==> src/rtl/seg_drv_pkg.sv <==
package seg_drv_pkg;

  localparam int unsigned LVL_W = 2;

  typedef enum logic [LVL_W-1:0] {
    LVL_MID = 2'b00,
    LVL_HI  = 2'b01,
    LVL_LO  = 2'b10
  } lvl_e;

  typedef struct packed {
    logic lo;        // pull low-level segments to middle
    logic hi;        // pull high-level segments to middle
    logic off_same;  // pull segments staying at 0 to middle
    logic on_same;   // pull segments staying at 1 to middle
  } trim_t;

endpackage

==> src/rtl/seg_rst_sync.sv <==
module seg_rst_sync #(
  parameter int unsigned STAGES = 2
) (
  input  logic clk,
  input  logic rst_n_i,
  output logic rst_n_o
);

  logic [STAGES-1:0] sync_q;
  logic [STAGES-1:0] sync_d;

  always_comb begin
    sync_d = {sync_q[STAGES-2:0], 1'b1};
  end

  always_ff @(posedge clk or negedge rst_n_i) begin
    if (!rst_n_i) begin
      sync_q <= '0;
    end else begin
      sync_q <= sync_d;
    end
  end

  assign rst_n_o = sync_q[STAGES-1];

endmodule

==> src/rtl/seg_lp_fall.sv <==
module seg_lp_fall (
  input  logic clk,
  input  logic rst_n,
  input  logic lp,
  output logic fall
);

  logic lp_q;
  logic lp_d;

  always_comb begin
    lp_d = lp;
    fall = lp_q & ~lp;
  end

  always_ff @(posedge clk or negedge rst_n) begin
    if (!rst_n) begin
      lp_q <= 1'b0;
    end else begin
      lp_q <= lp_d;
    end
  end

endmodule

==> src/rtl/seg_line_store.sv <==
module seg_line_store #(
  parameter int unsigned WIDTH = 240
) (
  input  logic             clk,
  input  logic             rst_n,
  input  logic             load,
  input  logic [WIDTH-1:0] d,
  output logic [WIDTH-1:0] q
);

  logic [WIDTH-1:0] q_d;

  always_comb begin
    q_d = q;
    if (load) begin
      q_d = d;
    end
  end

  always_ff @(posedge clk or negedge rst_n) begin
    if (!rst_n) begin
      q <= '0;
    end else begin
      q <= q_d;
    end
  end

endmodule

==> src/rtl/seg_level_cell.sv <==
module seg_level_cell
  import seg_drv_pkg::*;
(
  input  logic  cur,
  input  logic  nxt,
  input  logic  fr,
  input  logic  blank_n,
  input  trim_t trim,
  output lvl_e  lvl
);

  lvl_e base;
  logic force_mid;

  always_comb begin
    base      = (cur == fr) ? LVL_HI : LVL_LO;
    force_mid = (trim.lo       && (base == LVL_LO)) ||
                (trim.hi       && (base == LVL_HI)) ||
                (trim.off_same && !cur && !nxt)     ||
                (trim.on_same  &&  cur &&  nxt);
    if (!blank_n) begin
      lvl = LVL_MID;
    end else if (force_mid) begin
      lvl = LVL_MID;
    end else begin
      lvl = base;
    end
  end

endmodule

==> src/rtl/shadow_seg_driver.sv <==
module shadow_seg_driver
  import seg_drv_pkg::*;
#(
  parameter int unsigned NSEG = 240
) (
  input  logic                  clk,
  input  logic                  rst_n,
  input  logic [NSEG-1:0]       nxt_line,
  input  logic                  line_pulse,
  input  logic                  frame_inv,
  input  logic                  blank_n,
  input  logic                  trim_lo,
  input  logic                  trim_hi,
  input  logic                  trim_off,
  input  logic                  trim_on,
  output logic [LVL_W*NSEG-1:0] seg_level
);

  localparam int unsigned OUT_W = LVL_W * NSEG;

  logic            rst_ns;
  logic            lp_fall;
  logic [NSEG-1:0] line_q;
  trim_t           trim;

  always_comb begin
    trim.lo       = trim_lo;
    trim.hi       = trim_hi;
    trim.off_same = trim_off;
    trim.on_same  = trim_on;
  end

  seg_rst_sync #(.STAGES(2)) u_rst (
    .clk     (clk),
    .rst_n_i (rst_n),
    .rst_n_o (rst_ns)
  );

  seg_lp_fall u_lp (
    .clk   (clk),
    .rst_n (rst_ns),
    .lp    (line_pulse),
    .fall  (lp_fall)
  );

  seg_line_store #(.WIDTH(NSEG)) u_store (
    .clk   (clk),
    .rst_n (rst_ns),
    .load  (lp_fall),
    .d     (nxt_line),
    .q     (line_q)
  );

  logic [OUT_W-1:0] lvl_flat;

  for (genvar gi = 0; gi < NSEG; gi++) begin : g_seg
    lvl_e lvl;
    seg_level_cell u_cell (
      .cur     (line_q[gi]),
      .nxt     (nxt_line[gi]),
      .fr      (frame_inv),
      .blank_n (blank_n),
      .trim    (trim),
      .lvl     (lvl)
    );
    assign lvl_flat[LVL_W*gi +: LVL_W] = lvl;
  end

  assign seg_level = lvl_flat;

endmodule

==> config.mk <==
export PLATFORM = sky130hd
export DESIGN_NAME = shadow_seg_driver
export DESIGN_NICKNAME = d
export VERILOG_FILES = /design/src/rtl/seg_drv_pkg.sv /design/src/rtl/seg_rst_sync.sv /design/src/rtl/seg_lp_fall.sv /design/src/rtl/seg_line_store.sv /design/src/rtl/seg_level_cell.sv /design/src/rtl/shadow_seg_driver.sv
export SDC_FILE = /design/constraint.sdc
export NUM_CORES = 1
export LEC_CHECK = 0
export ABC_CLOCK_PERIOD_IN_PS = 12800
export BUFFER_PORTS_ARGS = -buffer_cell sky130_fd_sc_hd__buf_4
export CORE_AREA = 2 2 285 287
export DETAILED_ROUTE_END_ITERATION = 8
export DIE_AREA = 0 0 287 289
export PLACE_DENSITY_LB_ADDON = 0.2
export SLEW_MARGIN = 10
export SYNTH_ARGS = -nofsm -noshare
export SYNTH_HDL_FRONTEND = slang
export SYNTH_SLANG_ARGS = --single-unit
export TNS_END_PERCENT = 50
==> constraint.sdc <==
create_clock -name clk -period 12.8 [get_ports clk]
set_input_delay 2.56 -clock clk [delete_from_list [all_inputs] [get_ports clk]]
set_output_delay 2.56 -clock clk [all_outputs]
set_load 0.02 [all_outputs]
Word-level counts from Yosys, hierarchy flattened
Index checks and enable logic that the tools add are counted.

Output and inout bits: 480. Input bits: 249. Word-level logic and storage cells: 4085. Bits in registers: 243.

Reductions and logical operators: 2640. Eq/ne operators: 720. Bitwise logic cells: 2. Mux-type cells: 720.

Operators with widths (number): logical AND 1 bit (1440); 2-to-1 mux 2 bit (720); logical OR 1 bit (720); == test 2 x 1 -> 1 bit (second input constant) (240); == test 2 bit (second input constant) (240); logical NOT 1 bit (480); == test 1 bit (240); bitwise AND 1 bit (1); inverter 1 bit (1).

Depth between registers and ports, before layout
Depth after elaboration: 9. Depth in mapped cells: 6. Gate-level depth less buffers: 3.

Modules after synthesis
From an unflattened synthesis, not the netlist that was laid out.

Cells, all modules: 2192. Area, all modules: 23536.3 um2.

Modules (own cells, without submodules): seg_level_cell (seq. area each 0.0 um2, cells each 7, area an instance 56.3 um2, instances 240); seg_line_store (seq. area each 6005.8 um2, cells each 507, area an instance 9930.8 um2, instances 1); seg_rst_sync (seq. area each 50.0 um2, cells each 3, area an instance 53.8 um2, instances 1); seg_lp_fall (seq. area each 25.0 um2, cells each 2, area an instance 38.8 um2, instances 1).

Least setup slack after synthesis
OpenSTA, ideal clock, no wires.

Path kind: input to output. Start point: input port trim_hi. End point: output port seg_level[214]. Required time: 10.240 ns. Arrival time: 3.621 ns. Path buffers: 2. Cell stages on the path: 5. Slack: 6.619 ns. Path through: nand2b_1 > nor2_2 > buf_2 > buf_1 > a32o_1.

Cells in the longest elaborated chain, start to end: 6.

Ends and longest elaborated chain: from (decl) (line shadow_seg_driver.sv:13) `input logic trim_hi,`; logical AND 1 bit (line seg_level_cell.sv:18) `(trim.hi && (base == LVL_HI)) ||`; logical OR 1 bit (line seg_level_cell.sv:17) `force_mid = (trim.lo && (base == LVL_LO)) ||`; logical OR 1 bit (line seg_level_cell.sv:18); logical OR 1 bit (line seg_level_cell.sv:19) `(trim.off_same && !cur && !nxt) ||`; 2-to-1 mux 2 bit (line seg_level_cell.sv:23) `end else if (force_mid) begin`; 2-to-1 mux 2 bit (line seg_level_cell.sv:21) `if (!blank_n) begin`; to (decl) (line shadow_seg_driver.sv:16) `output logic [LVL_W*NSEG-1:0] seg_level`.

Every way passes these cells.

Worst setup path in the final report
Start point: input port trim_on. End point: output port seg_level[8].

Cells in the longest elaborated chain, start to end: 5.

Ends and longest elaborated chain: from (decl) (line shadow_seg_driver.sv:15) `input logic trim_on,`; logical AND 1 bit (2 in series) (line seg_level_cell.sv:20) `(trim.on_same && cur && nxt);`; logical OR 1 bit (line seg_level_cell.sv:19); 2-to-1 mux 2 bit (line seg_level_cell.sv:23); 2-to-1 mux 2 bit (line seg_level_cell.sv:21).

Every way passes these cells.

==> results.cfg <==
[run_status]
status = complete, no violations

[die]
rows = 104
die_height_um = 289
die_area_mm2 = 0.0829
dieWidth_um = 287
initial_utilization_pct = 22.0
core_area_mm2 = 0.0799
io_pins = 729

[cts]
cts.clk_slew.worst_paths_ps = 50
cts_tree = done
post_cts_resized = 0
numCtsBuffers = 34
cts-root-buf = clkbuf_16
cts.htree.levels = 2
cts_buffer_depth = 3
postCtsHoldBufs = 0
insertion_delay_ps = 530
postCtsSetupRepairBufs = 0
cts.sinks = 243

[critical_path]
cp.arrival_ps = 5090
critPathMaxFanout = 89
critPathKind = in -> out
end_kind = primary output
worstPathRequired_ps = 10240
r2r_cells = 4
cp-start-kind = input pin

[synthesis]
synthFlopType = dfrtp_1
yosysMostFrequentCell = a32o_1
async_reset_ff_share_pct = 100
synth_top_area_share_pct = 34.7
avgSynthCellArea_um2 = 9.31
ys_warn_count = 0
ys_ff_latch = 243
ys_types = 19
yosys.area.top_type = dfrtp_1
netlist_instances = 1883
syn_area_mm2 = 0.0175
syn_nets = 2132
synth.area.top_cells = dfrtp_1 35%, a32o_1 27%, mux2_2 15%, a21oi_1 6.9%, nand2_1 5.1%
yosys-top-cells-count = 476 x a32o_1, 243 x dfrtp_1, 242 x a21oi_1, 240 x mux2_2, 240 x nand2_1
synth_edf_count = 0
ys_seq_area_share_pct = 34.7

[sta]
setup_tns_ps = 0
slew_headroom_pct = 19.7
rsz0062_at_grt = no
tightest_slew_ps = 1210
fin_crit_sh_pct = 59.8
report.final.slew_viol_count = 0
clock_skew_ps = 7.85
timing_hold_violations_final = 0
final.min_clock_period_ps = 7650
setup-violations-final = 0
setup_slack_ps = 5150
fmax_ghz = 0.131

[global_route]
grt_pass1_wl_mm = 115
grt-ovfl-total = 0
grt_usage_pct = 17.6
first_global_vias = 18300
grt_max_degree = 163
antenna_found_initial = 3

[route]
drc = 0
drtIter0Drc = 1477
via_count = 18800
drt_wl_total_mm = 78.4
dr.pass1.iters = 5
wl_per_cell_um = 22.0
detail-route-antenna-nets = 0
vias_per_cell = 5.26

[place]
dp_slack_ps = 5040
dpl.hpwl_mm = 52.6
port_buffers = 728
routabilityCongestion = 0.878
dpl.cell_count = 3505

[power]
internal-power_uw = 1870
p_leak_uw = 0.0114
combPwrFrac_pct = 29.3
pwr-share-clk_pct = 35.3
sw_frac_of_total_pct = 33.8
p_sw_uw = 957
p_per_area_mw_per_mm2 = 114
total_power_uw = 2830
vdd_ir_drop_max_v = 0.0000701
seqPwrFrac_pct = 35.5

[cells_and_area]
syn_to_final_growth_pct = 41.8
final_net_count = 2730
fillers = 8403
instances_no_fill = 3568
drive_above_1_share_pct = 41.7

[flow_run]
drv_cap = 0

[min_path]
min_path_type = reg -> reg
min_delay_path_depth = 0
[kinds of logic after synthesis]
group	synth area share [%]
other cells	0.0214
simple gates	5.69
mux	15.4
compound gates	34.1
flops	34.7
buf+inv	10.1
[critical path, cell delays in order]
cell,delay (ps)
buf_6,530
buf_4,900
nand2_1,170
a32o_1,400
buf_4,190
[cells in the final DEF (no fill, tap or decap), types with 3 or more instances in the layout]
| cell type | instances |
|---|---|
| clkbuf_1 | 9 |
| clkbuf_16 | 37 |
| inv_1 | 238 |
| nand3_1 | 4 |
| nand2_1 | 240 |
| mux2_2 | 240 |
| diode_2 | 3 |
| a32o_1 | 476 |
| buf_4 | 739 |
| a21oi_1 | 242 |
| nor2_4 | 4 |
| or3_1 | 4 |
| clkbuf_8 | 10 |
| buf_12 | 5 |
| dfrtp_1 | 242 |
[registers in the layout (all words and copies together), names as in the netlist]
signal	count
u_store.q	240
u_rst.sync_q	2
u_lp.lp_q	1
[path summary, 6_finish.rpt]
check	start	end	slack [ps]
setup / recovery	trim_on	seg_level[8]	5150
min in group asynchronous	u_rst.sync_q[1]$_DFF_PN0_	u_store.q[66]$_DFFE_PN0P_	400
setup reg to reg	u_lp.lp_q$_DFF_PN0_	u_store.q[134]$_DFFE_PN0P_	10100
hold / removal	u_rst.sync_q[0]$_DFF_PN0_	u_rst.sync_q[1]$_DFF_PN0_	360
hold reg to reg	u_rst.sync_q[0]$_DFF_PN0_	u_rst.sync_q[1]$_DFF_PN0_	360
max in group asynchronous	u_rst.sync_q[1]$_DFF_PN0_	u_store.q[12]$_DFFE_PN0P_	10850
[power groups by stage]
stage / logic [µW] / clock network (µW) / registers [µW]
global placement: 820 / 0 / 1010
global route: 890 / 1070 / 1020
floorplan: 503 / 0 / 990
CTS: 832 / 1040 / 1000
finish: 829 / 998 / 1000
detailed placement: 830 / 0 / 1010
[cell type report]
type                            count  area, µm²  area share, %
Antenna cell                        3       7.51         0.0302
Inverter                          239        897           3.61
Multi-Input combinational cell   1216       9710           39.0
Sequential cell                   243       6080           24.5
Clock inverter                      5       78.8          0.317
Clock buffer                       55       1080           4.36
Timing Repair Buffer              747       5680           22.9
Tap cell                         1060       1330           5.33
[per-layer routing]
metal / up-vias / GRT usage, % / wire length, µm
li1: 8439 / - / -
met1: 9381 / 21.7 / 31600
met2: 839 / 30.8 / 39200
met3: 97 / 3.86 / 5950
met4: 2 / 4.65 / 1730
met5: - / 0 / 13
[metrics by stage]
| step | utilization [%] | instance area (µm²) | hold WS [ps] |
|---|---|---|---|
| after detailed placement | 29.7 | 23700 | 348 |
| after CTS | 31.1 | 24900 | 361 |
| after global routing | 31.1 | 24900 | 366 |
| after floorplan | - | 17500 | 331 |
| after global placement | 29.7 | 23700 | 340 |
| final | 31.1 | 24900 | 355 |
Power figures use the tool's default switching activity.
